===== config.mk =====
export PLATFORM = sky130hd
export DESIGN_NAME = bwm_top
export DESIGN_NICKNAME = d
export VERILOG_FILES = /design/src/rtl/bwm_pkg.sv /design/src/rtl/bwm_operand_gate.sv /design/src/rtl/bwm_pp_array.sv /design/src/rtl/bwm_row_sum.sv /design/src/rtl/bwm_top.sv
export SDC_FILE = /design/constraint.sdc
export NUM_CORES = 1
export LEC_CHECK = 0
export BUFFER_PORTS_ARGS = -buffer_cell sky130_fd_sc_hd__buf_2
export CAP_MARGIN = 40
export CORE_MARGIN = 1
export CORE_UTILIZATION = 37
export DETAILED_ROUTE_END_ITERATION = 6
export PLACE_DENSITY = 0.63
export SLEW_MARGIN = 20
export SYNTH_ARGS = -nofsm -noshare
export SYNTH_HDL_FRONTEND = slang
export SYNTH_SLANG_ARGS = --single-unit
export TNS_END_PERCENT = 30

===== constraint.sdc =====
create_clock -name vclk -period 7
set_input_delay 0.7 -clock vclk [all_inputs]
set_output_delay 0.7 -clock vclk [all_outputs]
set_load 0.005 [all_outputs]

===== src/rtl/bwm_pkg.sv =====
package bwm_pkg;

  // One partial-product bit of a Baugh-Wooley array of width w:
  // a term that involves exactly one sign bit is inverted.
  function automatic logic bw_term(input logic a_i, input logic b_j,
                                   input int i, input int j, input int w);
    logic raw;
    logic one_sign;
    raw      = a_i & b_j;
    one_sign = (i == w - 1) ^ (j == w - 1);
    return one_sign ? ~raw : raw;
  endfunction

  // Position of the two correction ones for a w-bit multiply.
  function automatic int corr_lo(input int w);
    return w;
  endfunction

  function automatic int corr_hi(input int w);
    return 2 * w - 1;
  endfunction

endpackage


===== src/rtl/bwm_operand_gate.sv =====
module bwm_operand_gate #(
  parameter int W   = 16,
  parameter int LOW = 8
) (
  input  logic [W-1:0] din,
  input  logic         gate,
  output logic [W-1:0] dout
);
  for (genvar i = 0; i < W; i++) begin : g_bit
    if (i < LOW) begin : g_gated
      assign dout[i] = din[i] & ~gate;
    end else begin : g_pass
      assign dout[i] = din[i];
    end
  end
endmodule


===== src/rtl/bwm_pp_array.sv =====
module bwm_pp_array
  import bwm_pkg::*;
#(
  parameter int W = 16
) (
  input  logic [W-1:0]            a,
  input  logic [W-1:0]            b,
  output logic [W-1:0][2*W-1:0]   rows
);
  localparam int PW = 2 * W;

  logic [W-1:0][W-1:0] terms;

  for (genvar i = 0; i < W; i++) begin : g_row
    for (genvar j = 0; j < W; j++) begin : g_col
      assign terms[j][i] = bw_term(a[i], b[j], i, j, W);
    end
  end

  // Row j holds the terms with b[j], shifted to weight j.
  always_comb begin
    for (int j = 0; j < W; j++) begin
      rows[j] = PW'(terms[j]) << j;
    end
  end
endmodule


===== src/rtl/bwm_row_sum.sv =====
module bwm_row_sum
  import bwm_pkg::*;
#(
  parameter int W = 16
) (
  input  logic [W-1:0][2*W-1:0] rows,
  output logic [2*W-1:0]        sum
);
  localparam int PW = 2 * W;

  logic [PW-1:0] corr;

  always_comb begin
    corr = '0;
    corr[corr_lo(W)] = 1'b1;
    corr[corr_hi(W)] = 1'b1;
  end

  always_comb begin
    sum = corr;
    for (int j = 0; j < W; j++) begin
      sum = sum + rows[j];
    end
  end
endmodule


===== src/rtl/bwm_top.sv =====
module bwm_top #(
  parameter int W = 16
) (
  input  logic [W-1:0]   op_a,
  input  logic [W-1:0]   op_b,
  input  logic           half_mode,
  output logic [2*W-1:0] product
);
  localparam int HALF = W / 2;
  localparam int PW   = 2 * W;

  logic [W-1:0]          gated_a;
  logic [W-1:0]          gated_b;
  logic [W-1:0][PW-1:0]  pp_rows;
  logic [PW-1:0]         array_sum;

  bwm_operand_gate #(.W(W), .LOW(HALF)) u_gate_a (
    .din (op_a), .gate(half_mode), .dout(gated_a)
  );

  bwm_operand_gate #(.W(W), .LOW(HALF)) u_gate_b (
    .din (op_b), .gate(half_mode), .dout(gated_b)
  );

  bwm_pp_array #(.W(W)) u_array (
    .a(gated_a), .b(gated_b), .rows(pp_rows)
  );

  bwm_row_sum #(.W(W)) u_sum (
    .rows(pp_rows), .sum(array_sum)
  );

  assign product = array_sum;
endmodule


* After elaboration in Yosys (flattened, before gate mapping)
Index checks and enable logic that the tools add are counted.
** Word-level totals
- Bits in registers :: 0
- Input port bits :: 33
** Operators by class
- Add/subtract/negate cells :: 16
- Bitwise logic cells :: 303
** Operator list (count)
- AND 1 bit :: 272
- adder 32 x 16 -> 32 bit, first input constant :: 1
- adder 32 x 17 -> 32 bit :: 1
- adder 32 x 18 -> 32 bit :: 1
- adder 32 x 19 -> 32 bit :: 1
- adder 32 x 20 -> 32 bit :: 1
- adder 32 x 21 -> 32 bit :: 1
- adder 32 x 22 -> 32 bit :: 1
- adder 32 x 23 -> 32 bit :: 1
- adder 32 x 24 -> 32 bit :: 1
- adder 32 x 25 -> 32 bit :: 1
- adder 32 x 26 -> 32 bit :: 1
- adder 32 x 27 -> 32 bit :: 1
- adder 32 x 28 -> 32 bit :: 1
- adder 32 x 29 -> 32 bit :: 1
- adder 32 x 30 -> 32 bit :: 1
- adder 32 x 31 -> 32 bit :: 1
- NOT 1 bit :: 31

* Logic depth before layout (Yosys ltp)
Gate-level depths: netlist (run 1).
- Depth in word-level cells :: 20
- Depth in mapped cells :: 23
- Depth with buffers taken out :: 21

* Modules after synthesis
Synthesis (run 1) repeated with hierarchy kept, for this count alone.
** Second synthesis, totals
- Cells, all modules :: 1973
- Area, all modules :: 17449.2 sq um
** By module, submodules not included
- bwm_row_sum :: times used 1, cells each 1396, area each 13342.8 sq um, sequential area each 0.0 sq um
- bwm_pp_array :: times used 1, cells each 545, area each 3886.2 sq um, sequential area each 0.0 sq um
- bwm_operand_gate :: times used 2, cells each 16, area each 110.1 sq um, sequential area each 0.0 sq um

* Worst setup path before layout (run 1)
No wires, ideal clock.
- Kind :: input -> output
- Start point :: input half_mode
- End point :: output product[27]
- Arrival :: 5979 ps
- Path slack :: 321 ps
- Stages on the path :: 20
- Buffers on the path :: 2
- Path through :: clkbuf_1 > nor2b_1 > clkbuf_1 > nand2_1 > fa_1 > inv_1 > fa_1 > fa_1 > inv_1 > fa_1 > inv_1 > fa_1 > ha_1 > ha_1 > a21o_1 > a221o_1 > a21oi_4 > o21ai_2 > nor2b_1 > a311oi_1
** On the way
- Longest elaborated chain between the ends :: 20
- Elaborated cells between the ends (all ways) :: 241
- Those cells by class :: 16 x add/sub; 225 x bitwise
** Ends and longest elaborated chain
- from (decl) :: RTL line bwm_top.sv:6 : input logic half_mode,
- NOT 1 bit (*) :: RTL line bwm_operand_gate.sv:11 : assign dout[i] = din[i] & ~gate;
- AND 1 bit :: RTL line bwm_operand_gate.sv:11
- AND 1 bit :: RTL line bwm_pkg.sv:9 : raw = a_i & b_j;
- NOT 1 bit :: RTL line bwm_pkg.sv:11 : return one_sign ? ~raw : raw;
- adder 32 x 16 -> 32 bit :: RTL line bwm_row_sum.sv:22 : sum = sum + rows[j];
- adder 32 x 17 -> 32 bit :: RTL line bwm_row_sum.sv:22
- adder 32 x 18 -> 32 bit :: RTL line bwm_row_sum.sv:22
- adder 32 x 19 -> 32 bit :: RTL line bwm_row_sum.sv:22
- (+4 left out)
- adder 32 x 24 -> 32 bit :: RTL line bwm_row_sum.sv:22
- adder 32 x 25 -> 32 bit :: RTL line bwm_row_sum.sv:22
- adder 32 x 26 -> 32 bit :: RTL line bwm_row_sum.sv:22
- adder 32 x 27 -> 32 bit :: RTL line bwm_row_sum.sv:22
- adder 32 x 28 -> 32 bit :: RTL line bwm_row_sum.sv:22
- adder 32 x 29 -> 32 bit :: RTL line bwm_row_sum.sv:22
- adder 32 x 30 -> 32 bit :: RTL line bwm_row_sum.sv:22
- adder 32 x 31 -> 32 bit (*) :: RTL line bwm_row_sum.sv:22
- to (decl) :: RTL line bwm_top.sv:7 : output logic [2*W-1:0] product
Every way passes the cells marked *; elsewhere a longest branch is shown, timed or not.

* Final worst setup path (run 1)
- Start point :: input half_mode
- End point :: output product[24]
The elaborated chain is that of the path after synthesis.

==> impl_table.tex, run 1 <==
\begin{tabular}{lr}
\hline
Metric & Value \\
\hline
\multicolumn{2}{l}{\textbf{Timing}} \\
Final Setup Violations & 0 \\
RSZ-0062 raised after global routing & true \\
Slew @ Worst Pin & 568 ps \\
Time the worst path needs with I/O delays and setup & 6770 ps \\
Total count of max-transition violations in the final report & 0 \\
Setup slack of the critical path after layout & 225 ps \\
Final hold slack & 1760 ps \\
Final TNS setup & 0 ps \\
Maximum clock rate & 148 MHz \\
Final hold vios & 0 \\
Fin crit share & 96.8\% \\
Slew Limit Headroom & 61.9\% \\
\multicolumn{2}{l}{\textbf{Final layout}} \\
Seq. cell area & 0 µm² \\
Post-layout nets & 1342 \\
Relative area change from synthesis to final layout & 14.9\% \\
Fill cell count & 2161 \\
\# clk buffers & 0 \\
Fraction of layout cells with a size suffix above 1 & 15.8\% \\
Antenna cells & 0 \\
Seq\_cells & 0 \\
\multicolumn{2}{l}{\textbf{Run status}} \\
Status & finished clean \\
\multicolumn{2}{l}{\textbf{Placement}} \\
Post-DP HPWL & 17200 µm \\
GP Congestion & 0.896 \\
DP Worst Slack & -230 ps \\
Buffers on Ports & 65 \\
\multicolumn{2}{l}{\textbf{Worst setup path}} \\
Crit path cell chain & buf\_6, buf\_6, nor2b\_4, buf\_6, buf\_4, and2\_1, fa\_1, inv\_1, fa\_1, inv\_1, fa\_1, fa\_1, fa\_1, fa\_1, ha\_2, a21o\_1, nand3\_1, nand3\_1, or2\_1, a21oi\_2, xnor2\_1, buf\_2 \\
Most common cell type on the critical path & fa\_1 \\
CP max stage cell & fa\_1 \\
Type of element launching the critical path & input port \\
Arrival time reported for the critical path endpoint & 6070 ps \\
Largest stage delay, worst path & 590 ps \\
Maximum fanout along the worst path & 8 \\
Critical path class & input port to output pin \\
Critical path endpoint category & output pin \\
Data required, critical path & 6300 ps \\
\multicolumn{2}{l}{\textbf{GRT}} \\
Global-route wire length before repair & 33700 µm \\
Pin count of the biggest net entering global routing & 17 \\
GRT Total Usage & 18.8\% \\
Number of antenna violations at the first check in global routing & 0 \\
Total congestion overflow after global routing & 0 \\
Number of global-route vias before repair & 6554 \\
\multicolumn{2}{l}{\textbf{Route}} \\
DRT Wirelength & 20100 µm \\
Post-DR wirelength/cell & 15.5 µm \\
Iteration-0 DRC count of the detailed router & 249 \\
Total number of vias & 6350 \\
Vias per cell & 4.91 \\
Remaining design rule violation count & 0 \\
ANT nets after route & 0 \\
Drt first pass iters & 5 \\
\multicolumn{2}{l}{\textbf{Logic synthesis}} \\
Total number of yosys warnings & 0 \\
Distinct cell type count of the synthesized netlist & 34 \\
Synth Cell Area & 0.00819 mm² \\
Syn Area/Cell & 8.82 µm² \\
Portion of the post-synthesis area used by sequential elements & 0\% \\
Synthesized netlist net count & 1254 \\
Syn Inst Count & 928 \\
\multicolumn{2}{l}{\textbf{Die}} \\
Die span in x & 151 µm \\
Placeable core region & 0.0218 mm² \\
Overall die area & 0.0227 mm² \\
Standard-cell row count & 54 \\
Initial standard-cell utilization of the core & 37.6\% \\
Overall die height & 151 µm \\
Boundary Pins & 65 \\
\multicolumn{2}{l}{\textbf{Min path}} \\
Kind of path behind the tightest hold check & input port to output pin \\
Worst hold path depth & 3 \\
\multicolumn{2}{l}{\textbf{Run}} \\
Maxcap violations & 0 \\
\hline
\end{tabular}
-- through the flow --
step	utilization [%]	area [µm²]	std cells
2_1_floorplan	-	8190	928
3_3_place_gp	41.6	9060	1281
3_5_place_dp	41.6	9060	1281
4_1_cts	41.7	9080	1281
5_1_grt	43.2	9410	1294
6_report	43.2	9410	1294
-- synthesized netlist by cell type, types with 2 or more instances --
library cell    n  area (µm²)
a211oi_1        5        37.5
a21o_1         10        75.1
a21oi_1        27         135
a31oi_1         3        18.8
and2_1        107         669
and3_1          2        12.5
clkbuf_1       36         135
fa_1          198        3960
ha_1           95        1190
inv_1         181         679
nand2_1       166         623
nand3_1         5        25.0
nand4_1         3        18.8
nor2_1         15        56.3
nor2b_1        17         106
nor3_1          4        20.0
o211ai_1        4        30.0
o21ai_0         5        25.0
o21ai_1         7        35.0
o21bai_1        2        15.0
xnor2_1        16         140
xor2_1          8        70.1
-- cell type report --
| class | count | area, µm² | area share [%] |
|---|---|---|---|
| repair buffers | 122 | 798 | 8.49 |
| multi-input cells | 711 | 7580 | 80.6 |
| well taps | 280 | 350 | 3.72 |
| inverters | 181 | 679 | 7.22 |
-- what timing repair did --
item	in CTS	in global routing
pin swaps	0	15
setup buffers	0	11
hold buffers	0	0
gates cloned	0	2
resized for setup	8	47
setup endpoints to repair	14	14
-- cell families (layout without fill, tap and decap cells) --
group           after synthesis  in the layout  synth area share (%)
compound gates               69             69                  5.29
fa+ha+maj                   293            293                  62.9
buf+inv                     217            303                  9.95
xor+xnor                     24             24                  2.57
mux                           1              1                 0.122
simple gates                324            324                  19.1
-- layer usage --
layer / global-route usage (%) / routed length (µm) / vias up / part of all wire [%]
li1: - / - / 2967 / -
met1: 28.6 / 9560 / 3194 / 48
met2: 30.5 / 9260 / 168 / 46
met3: 1.30 / 1040 / 21 / 5.2
met4: 1.00 / 201 / 0 / 1.0
met5: 0 / 0 / - / 0
-- worst max-delay path, delay by kind of cell --
family	cells	cell delay, ps
xor+xnor	1	140
buf+inv	7	870
compound gates	2	350
fa+ha+maj	7	3300
simple gates	5	680
-- final timing paths --
path	end	slack, ps	startpoint
worst max-delay path	product[24]	230	half_mode
worst min-delay path	product[0]	1760	op_a[0]
-- cell usage in the layout, fill, tap and decap left out, types with 5 or more instances in the layout --
cell type | synthesis | routed
a21o_1 | 10 | 10
nor2b_2 | 0 | 5
xor2_1 | 8 | 8
and2_1 | 107 | 107
a21oi_1 | 27 | 23
buf_6 | 0 | 6
ha_1 | 95 | 91
nand2_1 | 166 | 166
buf_2 | 0 | 64
buf_4 | 0 | 49
nor2b_4 | 0 | 10
xnor2_1 | 16 | 16
o21ai_0 | 5 | 5
inv_1 | 181 | 181
nand3_1 | 5 | 5
fa_1 | 198 | 198
nor2_1 | 15 | 11
Power of run 1 is not shown: default switching activity piles up to over one toggle a cycle in this logic, so the estimate is an artifact.
==> run 2: changes to the inputs <==
--- a/config.mk
+++ b/config.mk
@@ -10,7 +10,7 @@
 export CORE_MARGIN = 1
 export CORE_UTILIZATION = 37
 export DETAILED_ROUTE_END_ITERATION = 6
-export PLACE_DENSITY = 0.63
+export PLACE_DENSITY = 0.59
 export SLEW_MARGIN = 20
 export SYNTH_ARGS = -nofsm -noshare
 export SYNTH_HDL_FRONTEND = slang
==> constraint.sdc (replaced) <==
create_clock -name vclk -period 6.8
set_input_delay 0.68 -clock vclk [all_inputs]
set_output_delay 0.68 -clock vclk [all_outputs]
set_load 0.005 [all_outputs]
==> run 2 against run 1 <==
  * Global-route usage rose by 0.79 points
  * Routed wire length rose by 4.5%
  * Hold slack got worse by 44 ps
  * Worst setup slack got worse by 120 ps
  * Cell area rose by 5.3%
  * Via count rose by 1.6%
  * Utilization rose by 2.3 points
  * Final cell count rose by 2.6%
  * Highest routed layer unchanged
==> impl_table.tex, run 2 (synthesized netlist as in run 1, its figures left out) <==
\begin{tabular}{lr}
\hline
Metric & Value \\
\hline
\multicolumn{2}{l}{\textbf{Die}} \\
Overall die height & 151 µm (unchanged) \\
Overall die area & 0.0227 mm² (unchanged) \\
Placeable core region & 0.0218 mm² (unchanged) \\
Boundary Pins & 65 (unchanged) \\
Standard-cell row count & 54 (unchanged) \\
Die span in x & 151 µm (unchanged) \\
Initial standard-cell utilization of the core & 37.6\% (unchanged) \\
\multicolumn{2}{l}{\textbf{Route}} \\
DRT Wirelength & 21000 µm (was 20100 µm) \\
Drt first pass iters & 6 (was 5) \\
Post-DR wirelength/cell & 15.8 µm (was 15.5 µm) \\
ANT nets after route & 0 (unchanged) \\
Total number of vias & 6452 (was 6350) \\
Vias per cell & 4.86 (was 4.91) \\
Remaining design rule violation count & 0 (unchanged) \\
Iteration-0 DRC count of the detailed router & 252 (was 249) \\
\multicolumn{2}{l}{\textbf{Worst setup path}} \\
WP buf/inv & 5 (was 7) \\
Maximum fanout along the worst path & 8 (unchanged) \\
Crit path cell chain & buf\_12, buf\_6, nor2b\_1, buf\_4, nand2\_1, fa\_1, fa\_1, inv\_1, fa\_1, fa\_1, ha\_1, ha\_1, ha\_2, fa\_2, a21o\_1, a221o\_2, a21oi\_4, o21ai\_4, nor2b\_4, a311oi\_1, buf\_2 (was buf\_6, buf\_6, nor2b\_4, buf\_6, buf\_4, and2\_1, fa\_1, inv\_1, fa\_1, inv\_1, fa\_1, fa\_1, fa\_1, fa\_1, ha\_2, a21o\_1, nand3\_1, nand3\_1, or2\_1, a21oi\_2, xnor2\_1, buf\_2) \\
CP max stage cell & fa\_1 (unchanged) \\
Largest stage delay, worst path & 550 ps (was 590 ps) \\
Data required, critical path & 6120 ps (was 6300 ps) \\
Critical path endpoint category & output pin (unchanged) \\
Start point of the critical path & half\_mode (unchanged) \\
Critical path class & input port to output pin (unchanged) \\
Most common cell type on the critical path & fa\_1 (unchanged) \\
Worst setup path endpoint & product[27] (was product[24]) \\
Type of element launching the critical path & input port (unchanged) \\
Crit path max-delay family & adder cells (unchanged) \\
Worst path depth & 21 (was 22) \\
Arrival time reported for the critical path endpoint & 6010 ps (was 6070 ps) \\
\multicolumn{2}{l}{\textbf{Final layout}} \\
Seq. cell area & 0 µm² (unchanged) \\
Fraction of layout cells with a size suffix above 1 & 22.7\% (was 15.8\%) \\
Commonest cells after routing, fill and taps aside & fa\_1 (187), inv\_1 (174), nand2\_1 (156) (was fa\_1 (198), inv\_1 (181), nand2\_1 (166)) \\
Relative area change from synthesis to final layout & 21.0\% (was 14.9\%) \\
Fill cell count & 2161 (unchanged) \\
Seq\_cells & 0 (unchanged) \\
Most frequent standard cell in the layout excluding fill and tap cells & fa\_1 (unchanged) \\
\# clk buffers & 0 (unchanged) \\
Footprint of the multi-input gates & 0.00779 mm² (was 0.00758 mm²) \\
Antenna cells & 0 (unchanged) \\
Post-layout nets & 1376 (was 1342) \\
\multicolumn{2}{l}{\textbf{Min path}} \\
Kind of path behind the tightest hold check & input port to output pin (unchanged) \\
\multicolumn{2}{l}{\textbf{GRT}} \\
Total congestion overflow after global routing & 0 (unchanged) \\
Pin count of the biggest net entering global routing & 17 (unchanged) \\
Number of antenna violations at the first check in global routing & 0 (unchanged) \\
Global-route wire length before repair & 35100 µm (was 33700 µm) \\
GRT Total Usage & 19.6\% (was 18.8\%) \\
Number of global-route vias before repair & 6834 (was 6554) \\
\multicolumn{2}{l}{\textbf{Timing}} \\
RSZ-0062 raised after global routing & true (unchanged) \\
Fin crit share & 98.4\% \\
Final hold vios & 0 (unchanged) \\
Final Setup Violations & 0 (unchanged) \\
Time the worst path needs with I/O delays and setup & 6690 ps \\
Slew Limit Headroom & 60.3\% (was 61.9\%) \\
Maximum clock rate & 149 MHz \\
Final TNS setup & 0 ps (unchanged) \\
Total count of max-transition violations in the final report & 0 (unchanged) \\
Slew @ Worst Pin & 593 ps (was 568 ps) \\
Final hold slack & 1710 ps (was 1760 ps) \\
\multicolumn{2}{l}{\textbf{Run status}} \\
Status & finished clean (unchanged) \\
\multicolumn{2}{l}{\textbf{Run}} \\
Maxcap violations & 0 (unchanged) \\
\multicolumn{2}{l}{\textbf{Clock network}} \\
Hold-fix buffer count after cts & 0 (unchanged) \\
\multicolumn{2}{l}{\textbf{Placement}} \\
GP Congestion & 0.869 (was 0.896) \\
Buffers on Ports & 65 (unchanged) \\
Post-DP HPWL & 17500 µm (was 17200 µm) \\
\hline
\end{tabular}
-- run 2: how the worst min path moves through the flow --
stage | startpoint | endpoint | slack, ps | cells past startpoint
finish | op_a[0] | product[0] | 1710 | 3
global route | op_a[0] | product[0] | 1740 | 3
CTS | op_a[0] | product[0] | 1700 | 3
detailed placement | op_a[0] | product[0] | 1700 | 3
global placement | op_a[0] | product[0] | 1690 | 3
floorplan | op_a[0] | product[0] | 1470 | 1
-- run 2: final cells by class --
class / count / area share [%]
repair buffers: 156 / 10.9
well taps: 280 / 3.54
multi-input cells: 711 / 78.7
inverters: 181 / 6.86
-- run 2: what timing repair did --
action / in CTS / in global routing
pin swaps: 12 / 41
cloned: 4 / 1
gates resized for setup: 38 / 86
buffers inserted: 5 / 11
setup endpoints to repair: 14 / 15
-- run 2: metrics by stage --
stage | std cells | instance area [µm²] | util, % | setup WS [ps]
after floorplan | 928 | 8190 | - | 161
after global placement | 1308 | 9260 | 42.6 | -250
after detailed placement | 1308 | 9260 | 42.6 | -286
after CTS | 1317 | 9470 | 43.5 | -17.0
after global routing | 1328 | 9910 | 45.5 | -75.5
final | 1328 | 9910 | 45.5 | 109
-- run 2: tightest hold or removal path: stages --
cell	delay, ps
buf_2	130
and2_1	120
buf_2	100
-- run 2: layer usage --
metal  global-route usage [%]  share of wire [%]  vias up
met3                    0.788                3.6       15
met4                     1.50               0.76        0
met2                     31.9                 47      133
met1                     29.8                 49     3276
met5                        0                  0        -
li1                         -                  -     3028
Power of run 2 is left out for the same reason.
==> run 3: changes to the inputs <==
--- a/config.mk
+++ b/config.mk
@@ -5,12 +5,12 @@
 export SDC_FILE = /design/constraint.sdc
 export NUM_CORES = 1
 export LEC_CHECK = 0
-export BUFFER_PORTS_ARGS = -buffer_cell sky130_fd_sc_hd__buf_2
 export CAP_MARGIN = 40
 export CORE_MARGIN = 1
 export CORE_UTILIZATION = 37
 export DETAILED_ROUTE_END_ITERATION = 6
-export PLACE_DENSITY = 0.59
+export DONT_BUFFER_PORTS = 1
+export PLACE_DENSITY = 0.56
 export SLEW_MARGIN = 20
 export SYNTH_ARGS = -nofsm -noshare
 export SYNTH_HDL_FRONTEND = slang
==> run 3 against run 2 <==
  * Die area is the same
  * Sequential cell count is the same
  * Routed wire length shrank 4.9%
  * Hold slack lost 240 ps
  * Non-clock buffer count shrank 113
  * Cell area shrank 11%
==> impl_table.tex, run 3 (synthesized netlist as in run 1, its figures left out) <==
\begin{tabular}{lr}
\hline
Metric & Value \\
\hline
\multicolumn{2}{l}{\textbf{Final layout}} \\
Commonest cells after routing, fill and taps aside & fa\_1 (197), inv\_1 (181), nand2\_1 (166) (was fa\_1 (187), inv\_1 (174), nand2\_1 (156)) \\
Seq. cell area & 0 µm² (unchanged) \\
Antenna cells & 0 (unchanged) \\
Most frequent standard cell in the layout excluding fill and tap cells & fa\_1 (unchanged) \\
\# clk buffers & 0 (unchanged) \\
Seq\_cells & 0 (unchanged) \\
Fraction of layout cells with a size suffix above 1 & 6.10\% (was 22.7\%) \\
Post-layout nets & 1263 (was 1376) \\
Relative area change from synthesis to final layout & 7.76\% (was 21.0\%) \\
Non-Filler Instances & 1215 (was 1328) \\
\multicolumn{2}{l}{\textbf{Placement}} \\
Buffers on Ports & 0 (was 65) \\
Number of placed cells counting well taps & 1208 (was 1308) \\
GP Congestion & 0.818 (was 0.869) \\
Post-DP HPWL & 17200 µm (was 17500 µm) \\
\multicolumn{2}{l}{\textbf{Route}} \\
Iteration-0 DRC count of the detailed router & 306 (was 252) \\
ANT nets after route & 0 (unchanged) \\
Drt first pass iters & 5 (was 6) \\
Vias per cell & 4.92 (was 4.86) \\
Remaining design rule violation count & 0 (unchanged) \\
DRT Wirelength & 19900 µm (was 21000 µm) \\
Post-DR wirelength/cell & 16.4 µm (was 15.8 µm) \\
Total number of vias & 5979 (was 6452) \\
\multicolumn{2}{l}{\textbf{Run}} \\
Maxcap violations & 0 (unchanged) \\
\multicolumn{2}{l}{\textbf{Worst setup path}} \\
CP max stage cell & fa\_1 (unchanged) \\
Maximum fanout along the worst path & 8 (unchanged) \\
Crit path cell chain & nor2b\_2, buf\_6, buf\_4, and2\_1, fa\_1, fa\_1, fa\_1, fa\_1, ha\_1, ha\_1, ha\_1, fa\_1, a21o\_1, a221o\_2, a21oi\_4, o21ai\_4, nor2b\_1, a311oi\_1, buf\_4 (was buf\_12, buf\_6, nor2b\_1, buf\_4, nand2\_1, fa\_1, fa\_1, inv\_1, fa\_1, fa\_1, ha\_1, ha\_1, ha\_2, fa\_2, a21o\_1, a221o\_2, a21oi\_4, o21ai\_4, nor2b\_4, a311oi\_1, buf\_2) \\
Start point of the critical path & op\_a[2] (was half\_mode) \\
Critical path endpoint category & output pin (unchanged) \\
Largest stage delay, worst path & 520 ps (was 550 ps) \\
Arrival time reported for the critical path endpoint & 5880 ps (was 6010 ps) \\
Worst setup path endpoint & product[27] (unchanged) \\
Critical path class & input port to output pin (unchanged) \\
Type of element launching the critical path & input port (unchanged) \\
Data required, critical path & 6120 ps (about the same) \\
Most common cell type on the critical path & fa\_1 (unchanged) \\
\multicolumn{2}{l}{\textbf{GRT}} \\
Pin count of the biggest net entering global routing & 17 (unchanged) \\
GRT Total Usage & 19.1\% (was 19.6\%) \\
Number of antenna violations at the first check in global routing & 0 (unchanged) \\
Global-route wire length before repair & 34100 µm (was 35100 µm) \\
Number of global-route vias before repair & 6485 (was 6834) \\
Total congestion overflow after global routing & 0 (unchanged) \\
\multicolumn{2}{l}{\textbf{Min path}} \\
Kind of path behind the tightest hold check & input port to output pin (unchanged) \\
\multicolumn{2}{l}{\textbf{Timing}} \\
Slew Limit Headroom & 73.8\% (was 60.3\%) \\
Slew @ Worst Pin & 391 ps (was 593 ps) \\
Time the worst path needs with I/O delays and setup & 6560 ps (was 6690 ps) \\
Final Setup Violations & 0 (unchanged) \\
Fin crit share & 96.5\% (was 98.4\%) \\
Final hold vios & 0 (unchanged) \\
Final TNS setup & 0 ps (unchanged) \\
Maximum clock rate & 152 MHz (was 149 MHz) \\
Total count of max-transition violations in the final report & 0 (unchanged) \\
\multicolumn{2}{l}{\textbf{Die}} \\
Initial standard-cell utilization of the core & 37.6\% (unchanged) \\
Standard-cell row count & 54 (unchanged) \\
Placeable core region & 0.0218 mm² (unchanged) \\
Overall die area & 0.0227 mm² (unchanged) \\
Die span in x & 151 µm (unchanged) \\
Boundary Pins & 65 (unchanged) \\
Overall die height & 151 µm (unchanged) \\
\multicolumn{2}{l}{\textbf{Run status}} \\
Status & finished clean (unchanged) \\
\hline
\end{tabular}
-- run 3: cell count changes in the layout (fill, tap and decap cells not counted), sizes merged --
cell and change:
clkdlybuf4s15 -1, buf -112
-- run 3: layout make-up --
cell class                      instances  area [µm²]
Inverter                              181         679
Multi-Input combinational cell        711        7420
Fill cell                            2235       12900
Timing Repair Buffer                   43         368
Tap cell                              280         350
-- run 3: worst max-delay path, delay by kind of cell --
family          cells  cell delay, ps
compound gates      5            1180
simple gates        3             460
fa+ha+maj           8            3120
buf+inv             3             430
-- run 3: worst min path at each step --
stage	from	to	slack [ps]	cells after the start
floorplan	op_a[0]	product[0]	1470	1
global placement	op_a[0]	product[0]	1470	1
detailed placement	op_a[0]	product[0]	1480	1
CTS	op_a[0]	product[0]	1480	1
global route	op_a[0]	product[0]	1490	1
finish	op_a[0]	product[0]	1470	1
-- run 3: what timing repair did --
action | CTS | global route
hold buffers | 0 | 0
resized for setup | 2 | 15
setup buffers | 0 | 7
endpoints found under the setup margin | 10 | 13
pin swaps | 0 | 7
-- run 3: metal layers --
layer | wire length (µm) | track usage, % | vias to the layer above
met3 | 1070 | 1.73 | 4
met2 | 9170 | 30.7 | 154
met1 | 9660 | 29.2 | 3026
li1 | - | - | 2795
met5 | 0 | 0 | -
met4 | 44 | 0.350 | 0
-- run 3: per-stage QoR --
stage / cell area, µm² / utilization (%) / hold WS, ps / setup WS (ps)
floorplan: 8190 / - / 1470 / 161
global placement: 8700 / 40.0 / 1470 / -67.9
detailed placement: 8700 / 40.0 / 1480 / -116
CTS: 8700 / 40.0 / 1480 / 84.7
global route: 8820 / 40.6 / 1490 / -26.1
finish: 8820 / 40.6 / 1470 / 239
Power of run 3 is left out for the same reason.
